### src/rtl/cla_pkg.sv
`timescale 1ns/1ps
// cla_pkg: default geometry shared by the adder, its checker and its bench.
// Assumes slice width and slice count are both at least 2.
package cla_pkg;
    parameter int unsigned CLA_GRP_W = 4;   // bits per lookahead slice
    parameter int unsigned CLA_N_GRP = 4;   // slices under the second stage
    parameter int unsigned CLA_W     = CLA_GRP_W * CLA_N_GRP;
endpackage

### src/rtl/cla_lookahead.sv
`timescale 1ns/1ps
// cla_lookahead: generic N-input lookahead unit.
// Takes N propagate/generate pairs and a carry-in. Returns the N-1 inner
// carries, each as a flat sum of products with no chained carry, and the
// unit-wide propagate/generate pair. Assumes N >= 2.
module cla_lookahead #(
    parameter int unsigned N = 4
) (
    input  logic [N-1:0] p_i,
    input  logic [N-1:0] g_i,
    input  logic         ci_i,
    output logic [N-2:0] cy_o,
    output logic         up_o,
    output logic         ug_o
);
    logic acc;
    logic prod;
    logic gacc;

    // Expand every inner carry and the unit generate into products of p/g terms
    always_comb begin
        cy_o = '0;
        acc  = 1'b0;
        prod = 1'b0;
        gacc = 1'b0;
        for (int j = 1; j <= N; j++) begin
            acc = 1'b0;
            for (int i = 0; i < j; i++) begin
                prod = g_i[i];
                for (int k = i + 1; k < j; k++) prod = prod & p_i[k];
                acc = acc | prod;
            end
            if (j == N) gacc = acc;
            prod = ci_i;
            for (int k = 0; k < j; k++) prod = prod & p_i[k];
            acc = acc | prod;
            if (j < N) cy_o[j-1] = acc;
        end
        ug_o = gacc;
        up_o = &p_i;
    end
endmodule

### src/rtl/cla_group.sv
`timescale 1ns/1ps
// cla_group: one W-bit lookahead slice.
// Makes per-bit generate (AND) and propagate (OR) terms, gets its internal
// carries from a lookahead unit, and forms sum bits as a^b^carry.
// The carry into bit 0 comes from the second stage, never from a neighbour.
module cla_group #(
    parameter int unsigned W = 4
) (
    input  logic [W-1:0] a_i,
    input  logic [W-1:0] b_i,
    input  logic         ci_i,
    output logic [W-1:0] s_o,
    output logic         gp_o,
    output logic         gg_o
);
    logic [W-1:0] bit_g;
    logic [W-1:0] bit_p;
    logic [W-2:0] inner_cy;
    logic [W-1:0] cvec;

    // Per-bit generate and propagate
    always_comb begin
        bit_g = a_i & b_i;
        bit_p = a_i | b_i;
    end

    cla_lookahead #(.N(W)) u_la (
        .p_i  (bit_p),
        .g_i  (bit_g),
        .ci_i (ci_i),
        .cy_o (inner_cy),
        .up_o (gp_o),
        .ug_o (gg_o)
    );

    // Sum bits from operands and the carry into each bit
    always_comb begin
        cvec = {inner_cy, ci_i};
        s_o  = a_i ^ b_i ^ cvec;
    end
endmodule

### src/rtl/cla2_adder.sv
`timescale 1ns/1ps
// cla2_adder: two-level carry-lookahead adder (default 4 x 4 = 16 bits).
// Slices report propagate/generate to a second lookahead stage, which gives
// every slice carry-in directly from those terms and cin. The carry-out is
// the block generate plus block propagate AND cin, the flat last term of the
// second stage. Purely combinational.
module cla2_adder
    import cla_pkg::*;
#(
    parameter int unsigned GRP_W = CLA_GRP_W,
    parameter int unsigned N_GRP = CLA_N_GRP
) (
    input  logic [GRP_W*N_GRP-1:0] a_i,
    input  logic [GRP_W*N_GRP-1:0] b_i,
    input  logic                   cin_i,
    output logic [GRP_W*N_GRP-1:0] sum_o,
    output logic                   cout_o,
    output logic [N_GRP-1:0]       grp_p_o,
    output logic [N_GRP-1:0]       grp_g_o,
    output logic                   blk_p_o,
    output logic                   blk_g_o
);
    logic [N_GRP-2:0] l2_cy;
    logic [N_GRP-1:0] gcin;

    // Carry into each slice: cin for slice 0, second-stage carries above
    always_comb gcin = {l2_cy, cin_i};

    for (genvar k = 0; k < N_GRP; k++) begin : g_slice
        cla_group #(.W(GRP_W)) u_grp (
            .a_i  (a_i[k*GRP_W +: GRP_W]),
            .b_i  (b_i[k*GRP_W +: GRP_W]),
            .ci_i (gcin[k]),
            .s_o  (sum_o[k*GRP_W +: GRP_W]),
            .gp_o (grp_p_o[k]),
            .gg_o (grp_g_o[k])
        );
    end

    cla_lookahead #(.N(N_GRP)) u_l2 (
        .p_i  (grp_p_o),
        .g_i  (grp_g_o),
        .ci_i (cin_i),
        .cy_o (l2_cy),
        .up_o (blk_p_o),
        .ug_o (blk_g_o)
    );

    // Final carry-out in flat form from the block pair and cin
    always_comb cout_o = blk_g_o | (blk_p_o & cin_i);
endmodule

### config.mk
export PLATFORM = sky130hd
export DESIGN_NAME = cla2_adder
export DESIGN_NICKNAME = d
export VERILOG_FILES = /design/src/rtl/cla_pkg.sv /design/src/rtl/cla_lookahead.sv /design/src/rtl/cla_group.sv /design/src/rtl/cla2_adder.sv
export SDC_FILE = /design/constraint.sdc
export NUM_CORES = 1
export LEC_CHECK = 0
export BUFFER_PORTS_ARGS = -buffer_cell sky130_fd_sc_hd__buf_4
export CAP_MARGIN = 10
export CORE_ASPECT_RATIO = 0.8
export CORE_MARGIN = 2
export CORE_UTILIZATION = 51
export DETAILED_ROUTE_END_ITERATION = 10
export PLACE_DENSITY = 0.9
export SLEW_MARGIN = 20
export SYNTH_ARGS = -nofsm -noshare
export SYNTH_HDL_FRONTEND = slang
export SYNTH_SLANG_ARGS = --single-unit
### constraint.sdc
create_clock -name vclk -period 5.5
set_clock_uncertainty 0.15 [all_clocks]
set_input_delay 1.65 -clock vclk [all_inputs]
set_output_delay 1.65 -clock vclk [all_outputs]
set_load 0.1 [all_outputs]
* Yosys cells after proc, flatten, opt, wreduce, memory -nomap -nowiden
Index checks and enable logic that the tools add are counted.
** Storage, ports and cells
- Output and inout bits :: 27
- Logic and storage cells :: 113
- Bits in registers :: 0
** Cells by class
- Reductions and logical operators :: 5
- Bitwise logic cells :: 108
** Operator list (number)
- $and A1 B1 Y1 :: 46
- $or A1 B1 Y1 :: 46
- $xor A4 B4 Y4 :: 8
- $and A4 B4 Y4 :: 4
- $or A4 B4 Y4 :: 4
- $reduce_and A16 Y1 :: 1
- $reduce_and A4 Y1 :: 4

* Logic depth before layout (Yosys ltp)
- Depth in word-level cells :: 17
- Gate-level depth with buffers :: 9

* Cells and area by module
Synthesis repeated with hierarchy kept, for this count alone.
** Unflattened totals
- Cell total of the unflattened synthesis :: 147
- Area total of the unflattened synthesis :: 1016.0 um2
** By module, submodules not included
- cla_group :: cells each 24, instances 4, area each 180.2 um2
- cla_lookahead :: cells each 10, instances 5, area each 57.6 um2
- cla2_adder :: cells each 1, instances 1, area each 7.5 um2

* Worst setup path before layout
No wires, ideal clock.
- Path kind :: input-to-output
- Start :: input port a_i[11]
- End :: output port cout_o
- Buffers on the path :: 0
- Required time :: 3.700 ns
- Cell stages on the path :: 7
- Setup slack :: -1.038 ns
- Arrival :: 4.738 ns
- Cell sequence :: inv_1 > ha_1 > nor4_2 > nand2_1 > nor2_1 > nand2_1 > o211ai_1
** Between the ends
- Elaborated cells on any way between the ends :: 20
** RTL lines
- start: declaration :: line cla2_adder.sv:13 : input logic [GRP_W*N_GRP-1:0] a_i,
- $or A4 B4 Y4 * :: line cla_group.sv:24 : bit_p = a_i | b_i;
- $reduce_and A4 Y1 * :: line cla_lookahead.sv:40 : up_o = &p_i;
- named net g_slice[2].u_grp.gp_o :: line cla_group.sv:13 : output logic gp_o,
- $and A1 B1 Y1 (2 in series) :: line cla_lookahead.sv:30 : for (int k = i + 1; k < j; k++) prod = prod & p_i[k];
- $or A1 B1 Y1 * (3 in series) :: line cla_lookahead.sv:31 : acc = acc | prod;
- $or A1 B1 Y1 * :: line cla2_adder.sv:50 : always_comb cout_o = blk_g_o | (blk_p_o & cin_i);
- end: declaration :: line cla2_adder.sv:17 : output logic cout_o,
The timed path passes the listed nets; every way through them passes the cells marked *.

* Final worst setup path
- Start :: input port a_i[11]
- End :: output port sum_o[13]
** Between the ends
- Cells in the longest elaborated chain, start to end :: 10
- Elaborated cells on any way between the ends :: 18
** RTL lines
- $or A4 B4 Y4 :: line cla_group.sv:24
- $and A1 B1 Y1 :: line cla_lookahead.sv:30
- $or A1 B1 Y1 (4 in series) :: line cla_lookahead.sv:31
- $or A1 B1 Y1 * :: line cla_lookahead.sv:36 : acc = acc | prod;
- $and A1 B1 Y1 *
- $or A1 B1 Y1 * :: line cla_lookahead.sv:36
- $xor A4 B4 Y4 * :: line cla_group.sv:39 : s_o = a_i ^ b_i ^ cvec;
- end: declaration :: line cla2_adder.sv:16 : output logic [GRP_W*N_GRP-1:0] sum_o,
Mark *: on every way between the ends. The rest lies on a longest branch, timed or not.

==> impl_summary.md <==
Critical path
The slowest stage of the critical path is the or3_4 cell. Traced cell by cell, the critical path runs through buf_4 > inv_1 > ha_2 > inv_2 > a21oi_1 > o31ai_2 > or3_4 > fa_2 > xor2_4 > buf_6. The critical path class is input port to primary output.

STA classifies the critical path startpoint as an input port. The worst setup path is captured at a primary output. Of all nets on the critical path, the largest fanout is 3. The delay of the slowest cell on the worst path is 0.42 ns. The arrival time at the worst endpoint is 3.62 ns.

The data required time of the critical path is 3.70 ns. Counting both buffers and inverters, the worst setup path holds a total of 4. The worst setup path startpoint is a_i[11]. The family with the most delay on the worst path is adder cells.

Cells and area
The utilization after layout is 80.8%. Registers take 0 um^2. The count of cells in the finished layout, fillers not included, comes to 267. The count of clock buffers in the final design is 0. The diode insertion count for antenna repair is 0. The finished cells cover 1990 um^2.

The post-layout net count is 302. The most common library cell in the layout ignoring fill and taps is buf_4. The top cell types in the final layout, fill and taps aside, are buf_4 (67), inv_1 (40), ha_1 (31). Compared with the post-synthesis result, the final layout area differs by 49.7%. The design has 0 sequential cells. The post-route netlist has 45.5% of its cells at a drive strength greater than 1.

Die
The width of the chip is 61.1 um. The placement row count is 16. Once the floorplan was initialized, standard cells occupied 54.0% of the core. The count of boundary I/O pins is 60. The die is 49.7 um tall. The core region is 2460 um^2. The total die area is 3030 um^2.

Power and ir drop
The leakage power is 1.05 nW. Across the VDD grid, the largest voltage drop is 0.135 mV. The power density over cell area is 236 nW/um^2.

Place
The congestion estimate from routability-driven global placement came to 0.824. Buffers placed on the I/O ports in this run total 60. The placed instances occupy a cell area of 1960 um^2. Summed over all nets, the half-perimeter wirelength after detailed placement is 2760 um.

The placed cell count is 267.

Logic synthesis
The number of nets in the synthesized netlist is 238. The synthesized area per cell is 7.87 um^2. For this run, the number of Yosys warnings is 0. The share of the yosys chip area belonging to registers is 0%. The cell area that synthesis handed to floorplanning was 1330 um^2.

The number of standard cells after synthesis is 169. Yosys mapped the design onto 44 distinct sky130hd cell types.

Timing
The portion of the clock cycle consumed by the worst path in the final layout is 98.6%. Setup violations remaining at the end of the flow were counted as 0. The transition time at the pin with the least slew margin is 0.590 ns. The shortest period the worst path allows is 5.42 ns.

Based on the critical path, the design can be clocked at up to 184 MHz. In the final timing run, aggregate negative setup slack is 0 ns. The relative max-transition margin is 60.2%. The final hold violation count was 0. Hold timing on the final database bottoms out at a slack of 3.67 ns. The number of pins exceeding their max-slew limit in the final report is 0.

Setup repair after global routing left no endpoint under its margin.

Drt
The detailed router finished its first iteration with 52 violations. The residual antenna-violating net count after detailed routing is 0. The routed layout has 1297 vias.

The number of iterations in the first detailed-routing pass is 4. After detailed routing, the number of remaining DRC violations is 0. Using the TritonRoute via totals, the vias-per-cell ratio works out to 4.86. The per-cell routed wire length is 11.2 um. For this block, the routed nets add up to 2990 um of wire.

Flow run
Max-cap violations in this run came to 0.

Global route
The via count of the first global-routing pass is 1199. The total global routing track utilization is 20.0%. The number of antenna violations at the first check in global routing is 0. The total overflow left after global routing is 0. Entering global routing, the biggest net connects 6 pins. The first global-routing pass estimated 4880 um of wire.

Clock tree
In this run the post-CTS setup repair buffer count came out at 0. After clock tree synthesis, the flow added hold-fix buffers numbering 0.

Outcome
The flow ran to the end, and the final reports show no timing, DRC or antenna violations.

Worst hold path
The startpoint identified for the worst hold timing path is b_i[12]. The path class of the lowest-slack min-delay path is input port to primary output.
worst min-delay path, cell delays in order:
cell and delay (ns):
buf_4 0.10, fa_2 0.20, buf_6 0.22
logic make-up after synthesis:
logic type / after synthesis / share of synthesized area (%)
buf+inv: 52 / 16.9
simple gates: 41 / 18.9
fa+ha+maj: 36 / 36.1
compound gates: 30 / 21.1
xor+xnor: 8 / 5.27
mux: 2 / 1.69
metrics by stage:
step	power, mW	worst slack, ns
6_report	0.471	0.0757
5_1_grt	0.492	0.00911
4_1_cts	0.465	0.0390
3_5_place_dp	0.464	0.0512
3_3_place_gp	0.460	0.0582
2_1_floorplan	0.380	-0.424
per-layer routing:
metal	vias to the layer above	GRT usage, %	wire (um)
li1	666	-	-
met1	592	26.3	1310
met2	39	37.9	1550
met3	0	0	132
met4	0	0	0
met5	-	0	0
area by class of cell:
| class | instances | area (um^2) |
|---|---|---|
| Timing Repair Buffer | 70 | 541 |
| Tap cell | 36 | 45.0 |
| Multi-Input combinational cell | 117 | 1240 |
| Inverter | 44 | 165 |
| Fill cell | 174 | 472 |
power breakdown:
group / internal, mW / total [mW] / switching (mW)
registers: 0 / 0 / 0
logic: 0.131 / 0.471 / 0.340
clock network: 0 / 0 / 0
final timing paths:
| kind | endpoint | slack, ns | cells after the start |
|---|---|---|---|
| max | sum_o[13] | 0.08 | 10 |
| min | sum_o[12] | 3.67 | 3 |
cells in the mapped netlist, types with 3 or more instances:
master    count  area (um^2)
a21oi_1       5         25.0
a311oi_2      3         45.0
buf_4         8         60.1
fa_1          4         80.1
ha_1         32          400
inv_1        40          150
inv_2         4         15.0
nand2_1       7         26.3
nand3_1       3         15.0
nor2_1       11         41.3
nor2b_1       4         25.0
xnor2_1       3         26.3
xor2_1        5         43.8
repair_timing:
item,in CTS,in global routing
gates resized for setup,0,6
endpoints found under the hold margin,0,0
endpoints found under the setup margin,0,3
(Power assumes the default switching activity.)
